[src/rtl/ctl_regfile_lock.sv]
module ctl_regfile_lock #(
  parameter logic [3:0] REV_CODE    = 4'h0,
  parameter logic [3:0] VENDOR_CODE = 4'hA,
  parameter logic [7:0] DEVICE_CODE = 8'h04,
  parameter logic [4:0] BC_RESET    = 5'd7,
  parameter logic [3:0] AMP_RESET   = 4'h6
) (
  input  logic        clk,
  input  logic        rst_n,
  input  logic [7:0]  addr,
  input  logic [7:0]  wdata,
  input  logic        wr_en,
  output logic [7:0]  rdata,
  input  logic        los_det,
  input  logic [3:0]  sbd_in,
  output logic [3:0]  out_en,
  output logic [3:0]  sb_mask,
  output logic [15:0] slew_code,
  output logic [3:0]  amp_code,
  output logic [4:0]  byte_count,
  output logic        in_ac,
  output logic        in_term,
  output logic        aod_en,
  output logic        wr_locked
);
  localparam logic [7:0] A_EN    = 8'h00;
  localparam logic [7:0] A_MASK  = 8'h01;
  localparam logic [7:0] A_SEL   = 8'h02;
  localparam logic [7:0] A_OPTLO = 8'h03;
  localparam logic [7:0] A_OPTHI = 8'h04;
  localparam logic [7:0] A_ID0   = 8'h05;
  localparam logic [7:0] A_ID1   = 8'h06;
  localparam logic [7:0] A_BC    = 8'h07;
  localparam logic [7:0] A_CFG   = 8'h08;
  localparam logic [7:0] A_SBHI  = 8'h0B;
  localparam logic [7:0] A_SBLO  = 8'h0C;
  localparam logic [7:0] A_AMP   = 8'h11;
  localparam logic [7:0] A_LIVE  = 8'h12;
  localparam logic [7:0] A_PLOCK = 8'h26;
  localparam logic [7:0] A_TLOCK = 8'h27;
  localparam int         NOUT    = 4;

  logic [3:0] en_q, mask_q, amp_q, sbd_q;
  logic [7:0] sel_q;
  logic [3:0] opt_q [4];
  logic [4:0] bc_q;
  logic       ac_q, term_q, aod_q;
  logic       perm_lock, tog_lock, los_flag;

  logic locked, cw, los_clr;
  assign locked  = perm_lock | tog_lock;
  assign cw      = wr_en & ~locked;
  assign los_clr = wr_en & (addr == A_TLOCK) & wdata[1];

  always_ff @(posedge clk or negedge rst_n) begin
    if (!rst_n) begin
      en_q     <= 4'hF;
      mask_q   <= 4'h0;
      sel_q    <= 8'hAA;
      opt_q[0] <= 4'h0;
      opt_q[1] <= 4'h6;
      opt_q[2] <= 4'hA;
      opt_q[3] <= 4'hF;
      bc_q     <= BC_RESET;
      amp_q    <= AMP_RESET;
      ac_q     <= 1'b0;
      term_q   <= 1'b0;
      aod_q    <= 1'b1;
    end else if (cw) begin
      case (addr)
        A_EN:    en_q   <= wdata[3:0];
        A_MASK:  mask_q <= wdata[3:0];
        A_SEL:   sel_q  <= wdata;
        A_OPTLO: begin opt_q[0] <= wdata[3:0]; opt_q[1] <= wdata[7:4]; end
        A_OPTHI: begin opt_q[2] <= wdata[3:0]; opt_q[3] <= wdata[7:4]; end
        A_BC:    bc_q   <= wdata[4:0];
        A_CFG:   begin ac_q <= wdata[0]; term_q <= wdata[1]; aod_q <= wdata[4]; end
        A_AMP:   amp_q  <= wdata[7:4];
        default: ;
      endcase
    end
  end

  always_ff @(posedge clk or negedge rst_n) begin
    if (!rst_n) begin
      perm_lock <= 1'b0;
      tog_lock  <= 1'b0;
      los_flag  <= 1'b0;
      sbd_q     <= 4'hF;
    end else begin
      sbd_q <= sbd_in;
      if (wr_en && addr == A_PLOCK && wdata[0]) perm_lock <= 1'b1;
      if (wr_en && addr == A_TLOCK && wdata[0]) tog_lock  <= ~tog_lock;
      los_flag <= los_det | (los_flag & ~los_clr);
    end
  end

  for (genvar g = 0; g < NOUT; g++) begin : g_slew
    assign slew_code[4*g +: 4] = opt_q[sel_q[2*g +: 2]];
  end

  always_comb begin
    case (addr)
      A_EN:    rdata = {4'h0, en_q};
      A_MASK:  rdata = {4'h0, mask_q};
      A_SEL:   rdata = sel_q;
      A_OPTLO: rdata = {opt_q[1], opt_q[0]};
      A_OPTHI: rdata = {opt_q[3], opt_q[2]};
      A_ID0:   rdata = {REV_CODE, VENDOR_CODE};
      A_ID1:   rdata = DEVICE_CODE;
      A_BC:    rdata = {3'b000, bc_q};
      A_CFG:   rdata = {3'b000, aod_q, 2'b00, term_q, ac_q};
      A_SBHI:  rdata = {6'h00, sbd_q[3], sbd_q[2]};
      A_SBLO:  rdata = {6'h00, sbd_q[1], sbd_q[0]};
      A_AMP:   rdata = {amp_q, 4'h0};
      A_LIVE:  rdata = {7'h00, ~los_det};
      A_PLOCK: rdata = {7'h00, perm_lock};
      A_TLOCK: rdata = {6'h00, los_flag, tog_lock};
      default: rdata = 8'h00;
    endcase
  end

  assign out_en     = en_q;
  assign sb_mask    = mask_q;
  assign amp_code   = amp_q;
  assign byte_count = bc_q;
  assign in_ac      = ac_q;
  assign in_term    = term_q;
  assign aod_en     = aod_q;
  assign wr_locked  = locked;
endmodule


[config.mk]
export PLATFORM = sky130hd
export DESIGN_NAME = ctl_regfile_lock
export DESIGN_NICKNAME = d
export VERILOG_FILES = /design/src/rtl/ctl_regfile_lock.sv
export SDC_FILE = /design/constraint.sdc
export NUM_CORES = 1
export LEC_CHECK = 0
export ABC_AREA = 1
export BUFFER_PORTS_ARGS = -buffer_cell sky130_fd_sc_hd__buf_4
export CORE_UTILIZATION = 54
export DETAILED_ROUTE_END_ITERATION = 8
export PLACE_DENSITY = 0.86
export SYNTH_ARGS = -nofsm -noshare
export SYNTH_HDL_FRONTEND = slang
export SYNTH_SLANG_ARGS = --single-unit
[constraint.sdc]
create_clock -name clk -period 1.6 [get_ports clk]
set_input_delay 0.08 -clock clk [delete_from_list [all_inputs] [get_ports clk]]
set_output_delay 0.08 -clock clk [all_outputs]
set_load 0.01 [all_outputs]
==> metrics.yaml, run 1 <==
synth_top_family_by_area: "simple AND/OR/NAND/NOR gates"
netlist.area_leader.share: 0.222
cts_sinks: 51
placed_area_sq_um: 3650
critPathLaunchType: "flop"
dr.pass1.iters: 5
post_drt_wl_per_cell_um: 15.2
syn_area_per_cell_sq_um: 7.42
crit_required_ns: 1.52
antenna_found_initial: 0
min_period_ns: 1.52
ys_async_sr_fraction: 1.00
clk_path_buf_depth: 2
rows: 27
worstPathArrival_ns: 1.44
pwr_density_cell_nw_per_um2: 589
r2r-start: "tog_lock"
final.setup.tns_ns: 0
synth-edff-count: 0
ys_warn_count: 0
synthSimpleGateAreaFrac: 0.299
mappedNetlistNets: 439
hold_path.class: "in2reg"
drv_slew: 0
dieArea_sq_um: 6010
setup_viol_count_final: 0
synth_area_leaders: "dfstp_2 (22%), dfrtp_1 (20%), nand2_1 (13%)"
post-route-drc-count: 0
die_w_um: 77.5
synth-xor-area-share: 0.00284
synth_common_cells: "nand2_1 (105), o21ai_0 (57), nor2_1 (48)"
ys_ff_latch: 51
hold_end: "perm_lock"
skew_ns: 0.00275
worstHoldStart: "wr_en"
syn_area_sq_um: 3080
reg2reg_to: "amp_code[3]"
grt_pass1_wl_um: 13900
grt.total_usage: 0.297
tightest_slew_ns: 0.640
clkTransAtPathRegs_ns: 0.10
synth_most_common_cell: "nand2_1"
pin_count: 69
cts_buffers: 5
finalHoldViolCount: 0
yosys_most_used_dff: "dfstp_2"
ctsRootBufferMaster: "clkbuf_8"
yosys.area.top_type: "dfstp_2"
synthAdderAreaFrac: 0
start_util: 0.559
grt_pass1_vias: 2802
fp.coreArea_sq_um: 5510
postLayoutCoreUtil: 0.701
insertion_delay_ns: 0.31
synth.distinct_cells: 25
fin_ws_ns: 0.0781
p_leak_nw: 1.85
worstSetupPathType: "reg2out"
globalplace.congestion: 0.890
ys_seq_area_frac: 0.425
flow.area_growth_from_synthesis_pct: 25.3
crit_fanout: 5
rsz0062_at_grt: "no"
synth_compound_area_frac: 0.202
cts_tree: "built"
p_total_w: 0.00227
muxShareOfSynthArea: 0
avgViaCountPerCell: 5.60
drtAntennaViolNets: 0
port_buffers: 68
post-route-period-util: 0.951
syn_inst: 415
postRouteWirelength_um: 8640
layout-drive-gt1-share: 0.338
fmax_mhz: 657
ir_drop_uv: 403
dp_hpwl_um: 6220
pre_cts_ws_ns: 0.229
die-height_um: 77.5
cap_violations: 0
grt-ovfl-total: 0
status: "complete, no violations"
critPathCaptureType: "primary output"
layout.nets: 520
stdcell_area_sq_um: 3860
dr.first_iter.drc_count: 311
grt_max_degree: 52
vias: 3184
r2r_slack_ns: 0.23
whs_path_depth: 3
relSlewSlack: 0.573
cts_max_level: 2
r2r_cells: 6
antenna_cells: 0
## state kept, by name, indices dropped and copies added, names as in the netlist
signal	flops
opt_q	16
sel_q	8
byte_count	5
amp_code	4
out_en	4
sb_mask	4
sbd_q	4
aod_en	1
in_ac	1
in_term	1
los_flag	1
perm_lock	1
tog_lock	1
## how the worst max path moves through the flow
stage,from,endpoint,depth (start not counted)
floorplan,sel_q[0],slew_code[2],5
global placement,addr[7],rdata[4],9
detailed placement,addr[7],rdata[4],9
CTS,sel_q[2],rdata[2],5
global route,sel_q[5],slew_code[11],5
finish,opt_q[7],slew_code[11],5
## per-layer routing
| layer | vias to the layer above | routed length, um | track usage |
|---|---|---|---|
| li1 | 1521 | - | - |
| met1 | 1471 | 3790 | 0.433 |
| met3 | 14 | 768 | 0.0412 |
| met4 | 0 | 133 | 0.0811 |
| met2 | 178 | 3940 | 0.463 |
| met5 | - | 0 | 0 |
## through the flow
step	instances	hold slack, ns
floorplan	415	-0.216
global placement	549	0.142
CTS	566	0.0455
detailed placement	549	0.150
finish	569	0.0468
global route	569	0.0600
## power breakdown
part	switching (W)	internal [W]	leakage [nW]
combinational	0.000113	0.0000701	1.21
sequential	0.00000408	0.00130	0.591
clock	0.000468	0.000315	0.0485
## worst max-delay path, stage by stage (launching register included)
cell and delay, ns:
dfstp_2 0.56, inv_2 0.07, a21oi_1 0.14, o21ai_0 0.09
o21ai_0 0.10, buf_4 0.16
## cells by family (layout without fill, tap and decap cells)
group           count (synthesis)  after routing
buf+inv                        50            132
compound gates                109            109
simple gates                  204            204
xor+xnor                        1              1
flops                          51             51
## repair_timing
item | CTS | global route
resized for setup | 0 | 13
endpoints found under the hold margin | 33 | 0
hold buffers | 9 | 0
setup endpoints to repair | 0 | 12
setup buffers | 0 | 2
## cell type report
class                           instances  area [sq um]
Inverter                               40           161
Timing Repair inverter                  1          7.51
Clock inverter                          3          22.5
Clock buffer                            5          68.8
Timing Repair Buffer                   83           646
Fill cell                             462          1650
Sequential cell                        51          1310
Tap cell                               72          90.1
Multi-Input combinational cell        314          1550
## cells in the final DEF (no fill, tap or decap), drive strengths merged, types with 5 or more instances in the layout
master,n
a21oi,21
buf,74
clkbuf,5
dfrtp,25
dfstp,26
dlygate4sd3,9
inv,40
nand2,121
nand3,20
nor2,57
o21ai,83
o22ai,5
Note: power is estimated with default switching activity, not from simulation.
==> run 2: changes to the inputs <==
CORE_UTILIZATION = 59   (was 54)
PLACE_DENSITY = 0.92   (was 0.86)
clock period = 1.8 ns   (was 1.6 ns; I/O delays follow)
==> metrics.yaml, run 2 (synthesis results as in run 1) <==
cts_max_level: 2  # unchanged
rsz0062_at_grt: "no"  # unchanged
clkTransAtPathRegs_ns: 0.10  # about the same
stdcell_area_sq_um: 3780  # was 3860 sq um
insertion_delay_ns: 0.32  # was 0.31 ns
power_frac_comb: 0.079  # was 0.081
critPathLaunchType: "flop"  # unchanged
dr.pass1.iters: 6  # was 5
setup_viol_count_final: 0  # unchanged
postLayoutCoreUtil: 0.774  # was 0.701
fp.coreArea_sq_um: 4880  # was 5510 sq um
placed_area_sq_um: 3620  # was 3650 sq um
top_register: "opt_q"  # unchanged
seq_power_share: 0.575  # about the same
start_util: 0.631  # was 0.559
dr.first_iter.drc_count: 477  # was 311
port_buffers: 68  # unchanged
r2r-start: "tog_lock"  # unchanged
postRouteWirelength_um: 9060  # was 8640 um
rows: 25  # was 27
p_total_w: 0.00202  # was 0.00227 W
worstSetupPathType: "reg2out"  # unchanged
p_sw_frac: 0.260  # was 0.258
crit_required_ns: 1.71  # was 1.52 ns
drv_slew: 0  # unchanged
grt_max_degree: 52  # unchanged
ctsRootBufferMaster: "clkbuf_8"  # unchanged
grt_pass1_wl_um: 14500  # was 13,900 um
cts_tree: "built"  # unchanged
post-route-period-util: 0.933
cts_setup_buffers: 0  # unchanged
largest_register_ffs: 16  # unchanged
grt-ovfl-total: 0  # unchanged
whs_path_depth: 3  # unchanged
avgViaCountPerCell: 5.78  # was 5.60
layout.nets: 511  # was 520
fillers: 373  # was 462
final_cell_mix: "nand2_1 (105), buf_4 (69), o21ai_0 (56)"  # was nand2_1 (105), buf_4 (74), o21ai_0 (54)
grt.total_usage: 0.356  # was 0.297
relSlewSlack: 0.580  # was 0.573
cts_sinks: 51  # unchanged
dieArea_sq_um: 5510  # was 6010 sq um
worstPathArrival_ns: 1.59  # was 1.44 ns
fin_ws_ns: 0.120  # was 0.0781 ns
dp_hpwl_um: 6600  # was 6220 um
pin_count: 69  # unchanged
min_period_ns: 1.68
die_w_um: 74.3  # was 77.5 um
status: "complete, but fails checks"  # was complete, no violations
layout-drive-gt1-share: 0.320  # was 0.338
hold_path.class: "in2reg"  # unchanged
violations: "negative hold slack"
post_drt_wl_per_cell_um: 16.3  # was 15.2 um
hold_end: "in_term"  # was perm_lock
final_common_cell: "nand2_1"  # unchanged
fmax_mhz: 595
p_int_w: 0.00150  # was 0.00169 W
crit_fanout: 11  # was 5
switchingPower_w: 0.000526  # was 0.000586 W
final.setup.tns_ns: 0  # unchanged
tightest_slew_ns: 0.630  # was 0.640 ns
critPathCaptureType: "primary output"  # unchanged
pwr_density_cell_nw_per_um2: 536  # was 589 nW/um^2
antenna_cells: 0  # unchanged
drtAntennaViolNets: 0  # unchanged
pre_cts_ws_ns: 0.438  # was 0.229 ns
die-height_um: 74.3  # was 77.5 um
globalplace.congestion: 0.963  # was 0.890
antenna_found_initial: 0  # unchanged
worstHoldStart: "wdata[1]"  # was wr_en
cap_violations: 0  # unchanged
flow.area_growth_from_synthesis_pct: 22.6  # was 25.3%
r2r_slack_ns: 0.46  # was 0.23 ns
cts_buffers: 5  # unchanged
clk_path_buf_depth: 2  # unchanged
clockPowerShare: 0.347  # was 0.344
grt_pass1_vias: 2968  # was 2,802
r2r_cells: 5  # was 6
finalHoldViolCount: 1  # was 0
ir_drop_uv: 494  # was 403 uV
post-route-drc-count: 0  # unchanged
reg2reg_to: "out_en[0]"  # was amp_code[3]
p_leak_nw: 1.80  # was 1.85 nW
hold_ws_ns: -0.00386  # was 0.0468 ns
skew_ns: 0.00458  # was 0.00275 ns
vias: 3210  # was 3,184
-- run 2: cell types whose count changed in the layout (fill, tap and decap cells not counted), moves of 2 or more --
cell / previous run / this run
inv_1: 27 / 33
o21ai_0: 54 / 56
buf_4: 74 / 69
o21ai_1: 10 / 8
inv_2: 9 / 3
dlygate4sd3_1: 9 / 6
-- run 2: power by group through the flow --
stage / sequential [W] / combinational (W) / clock [W]
final: 0.00116 / 0.000159 / 0.000702
after global routing: 0.00116 / 0.000174 / 0.000744
after CTS: 0.00116 / 0.000159 / 0.000697
after detailed placement: 0.00118 / 0.000148 / 0
after global placement: 0.00118 / 0.000145 / 0
after floorplan: 0.00118 / 0.0000588 / 0
-- run 2: layout make-up --
type                       count  area [sq um]  share of cell area
timing repair buffer          75           578               0.153
sequential                    51          1310               0.347
inverter                      40           161              0.0427
clock inverter                 2          16.3             0.00431
clock buffer                   6          72.6              0.0192
tap                           67          83.8              0.0222
multi-input combinational    314          1550               0.411
-- run 2: stage by stage --
| stage | hold WS, ns | instances |
|---|---|---|
| 2_1_floorplan | -0.206 | 415 |
| 3_3_place_gp | 0.145 | 541 |
| 3_5_place_dp | 0.152 | 541 |
| 4_1_cts | 0.00278 | 555 |
| 5_1_grt | 0.0273 | 555 |
| 6_report | -0.00386 | 555 |
-- run 2: worst max path at each step --
stage                        start            end  cells after the start
after floorplan           sel_q[0]   slew_code[2]                      5
after global placement     addr[0]       rdata[3]                      9
after detailed placement   addr[7]       rdata[4]                      9
after CTS                 sel_q[6]  slew_code[15]                      5
after global routing      sel_q[6]  slew_code[15]                      5
final                     sel_q[6]  slew_code[15]                      5
-- run 2: critical path, cell delays in order, from the launching register on --
cell	delay (ns)
dfrtp_2	0.51
clkinvlp_4	0.23
a21oi_1	0.18
o21ai_0	0.09
o21ai_0	0.10
buf_4	0.16
-- run 2: repair_timing --
| action | 4_1_cts | 5_1_grt |
|---|---|---|
| endpoints found under the hold margin | 30 | 0 |
| setup endpoints to repair | 0 | 5 |
| gates resized for setup | 0 | 5 |
| hold buffers | 6 | 0 |
-- run 2: routing by layer --
layer,global-route usage,wire length [um],vias to the layer above
met1,0.497,3590,1467
li1,-,-,1492
met3,0.0921,1010,26
met5,0,0,-
met4,0.115,212,0
met2,0.545,4260,225
==> run 3: changes to the inputs <==
CAP_MARGIN = 10   (was default)
PLACE_DENSITY = 0.94   (was 0.92)
==> metrics.yaml, run 3 (synthesis results as in run 1) <==
worstSetupPathType: "reg2out"  # unchanged
globalplace.congestion: 0.912  # was 0.963
cts_tree: "built"  # unchanged
antenna_found_initial: 0  # unchanged
dieArea_sq_um: 5510  # unchanged
grt-ovfl-total: 0  # unchanged
postRouteWirelength_um: 8940  # was 9060 um
dp_hpwl_um: 6550  # was 6600 um
final_cell_mix: "nand2_1 (105), buf_4 (69), o21ai_0 (57)"  # was nand2_1 (105), buf_4 (69), o21ai_0 (56)
cap_violations: 0  # unchanged
cp-endpoint: "slew_code[10]"  # was slew_code[15]
tightest_slew_ns: 0.636  # was 0.630 ns
dr.pass1.iters: 8  # was 6
critPathLaunchType: "flop"  # unchanged
start_util: 0.631  # unchanged
crit_fanout: 12  # was 11
r2r_cells: 6  # was 5
avgViaCountPerCell: 5.83  # was 5.78
fmax_mhz: 586  # was 595 MHz
relSlewSlack: 0.576  # was 0.580
largest_register_ffs: 16  # unchanged
vias: 3236  # was 3,210
ir_drop_uv: 517  # was 494 uV
drv_slew: 0  # unchanged
flow.area_growth_from_synthesis_pct: 22.5  # was 22.6%
cts_sinks: 51  # unchanged
post-route-drc-count: 0  # unchanged
die_w_um: 74.3  # unchanged
finalHoldViolCount: 1  # unchanged
post_drt_wl_per_cell_um: 16.1  # was 16.3 um
final.setup.tns_ns: 0  # unchanged
grt_pass1_wl_um: 14400  # was 14,500 um
port_buffers: 68  # unchanged
layout.nets: 511  # unchanged
die-height_um: 74.3  # unchanged
grt_max_degree: 52  # unchanged
fp.coreArea_sq_um: 4880  # unchanged
final_common_cell: "nand2_1"  # unchanged
ctsRootBufferMaster: "clkbuf_8"  # unchanged
reg2reg_to: "opt_q[8]"  # was out_en[0]
violations: "negative hold slack"  # unchanged
antenna_cells: 0  # unchanged
r2r_slack_ns: 0.41  # was 0.46 ns
rsz0062_at_grt: "no"  # unchanged
status: "complete, but fails checks"  # unchanged
crit_required_ns: 1.71  # about the same
rows: 25  # unchanged
p_leak_nw: 1.80  # about the same
drtAntennaViolNets: 0  # unchanged
post-route-period-util: 0.948  # was 0.933
cts_max_level: 2  # unchanged
layout-drive-gt1-share: 0.314  # was 0.320
pin_count: 69  # unchanged
min_period_ns: 1.71  # was 1.68 ns
insertion_delay_ns: 0.31  # was 0.32 ns
p_total_w: 0.00202  # about the same
critPathCaptureType: "primary output"  # unchanged
hold_path.class: "in2reg"  # unchanged
hold_ws_ns: -0.00441  # was -0.00386 ns
clk_path_buf_depth: 2  # unchanged
stdcell_area_sq_um: 3770  # was 3780 sq um
worstSetupStartpoint: "sel_q[4]"  # was sel_q[6]
worstPathArrival_ns: 1.62  # was 1.59 ns
cts_buffers: 5  # unchanged
grt_pass1_vias: 3000  # was 2,968
setup_viol_count_final: 0  # unchanged
top_register: "opt_q"  # unchanged
dr.first_iter.drc_count: 517  # was 477
grt.total_usage: 0.350  # was 0.356
pwr_density_cell_nw_per_um2: 536  # about the same
placed_area_sq_um: 3620  # unchanged
skew_ns: 0.00734  # was 0.00458 ns
cts_setup_buffers: 0  # unchanged
r2r-start: "tog_lock"  # unchanged
clkTransAtPathRegs_ns: 0.10  # about the same
[run 3: cell types whose count changed in the layout (fill, tap and decap cells not counted)]
cell     delta
dfrtp_2     -2
o21ai_0     +1
o21ai_1     -1
inv_1       +1
dfrtp_1     +2
inv_2       -1
[run 3: metrics by stage]
step	hold slack [ns]	setup WS (ns)	std cells	util
global placement	0.146	0.484	541	0.742
floorplan	-0.206	0.534	415	-
CTS	0.00492	0.134	555	0.773
global route	0.00380	0.00111	555	0.773
finish	-0.00441	0.0938	555	0.773
detailed placement	0.148	0.458	541	0.742
[run 3: worst min path at each step]
stage,startpoint,end,slack (ns),depth (start not counted)
after CTS,wdata[1],in_term,0.005,3
final,wdata[1],in_term,-0.004,3
after global placement,rst_n,sb_mask[2],0.15,1
after detailed placement,rst_n,sb_mask[2],0.15,1
after floorplan,rst_n,amp_code[0],-0.21,0
after global routing,wdata[1],in_term,0.004,3
[run 3: power breakdown]
part           switching [W]  internal (W)
clock network       0.000421      0.000281
logic              0.0000995     0.0000580
registers         0.00000458       0.00116
total               0.000525       0.00150
[run 3: cell type report]
| type | count | area (sq um) |
|---|---|---|
| clock inverter | 2 | 16.3 |
| fill | 357 | 1110 |
| multi-input combinational | 314 | 1550 |
| timing repair buffer | 75 | 578 |
| tap | 67 | 83.8 |
| clock buffer | 6 | 72.6 |
| inverter | 40 | 161 |
| sequential | 51 | 1310 |
[run 3: critical path, cell delays in order, from the launching register on]
cell     delay (ns)
dfrtp_1        0.47
inv_1          0.27
o21ai_0        0.12
o21ai_0        0.26
buf_4          0.18
[run 3: metal layers]
metal / global-route usage / wire length, um
met1: 0.475 / 3430
met2: 0.558 / 4260
met3: 0.0827 / 998
met4: 0.117 / 250
met5: 0 / 0
[run 3: what timing repair did]
| item | in CTS | in global routing |
|---|---|---|
| endpoints found under the setup margin | 0 | 1 |
| resized for setup | 0 | 1 |
| hold endpoints to repair | 30 | 0 |
| hold buffers | 6 | 0 |
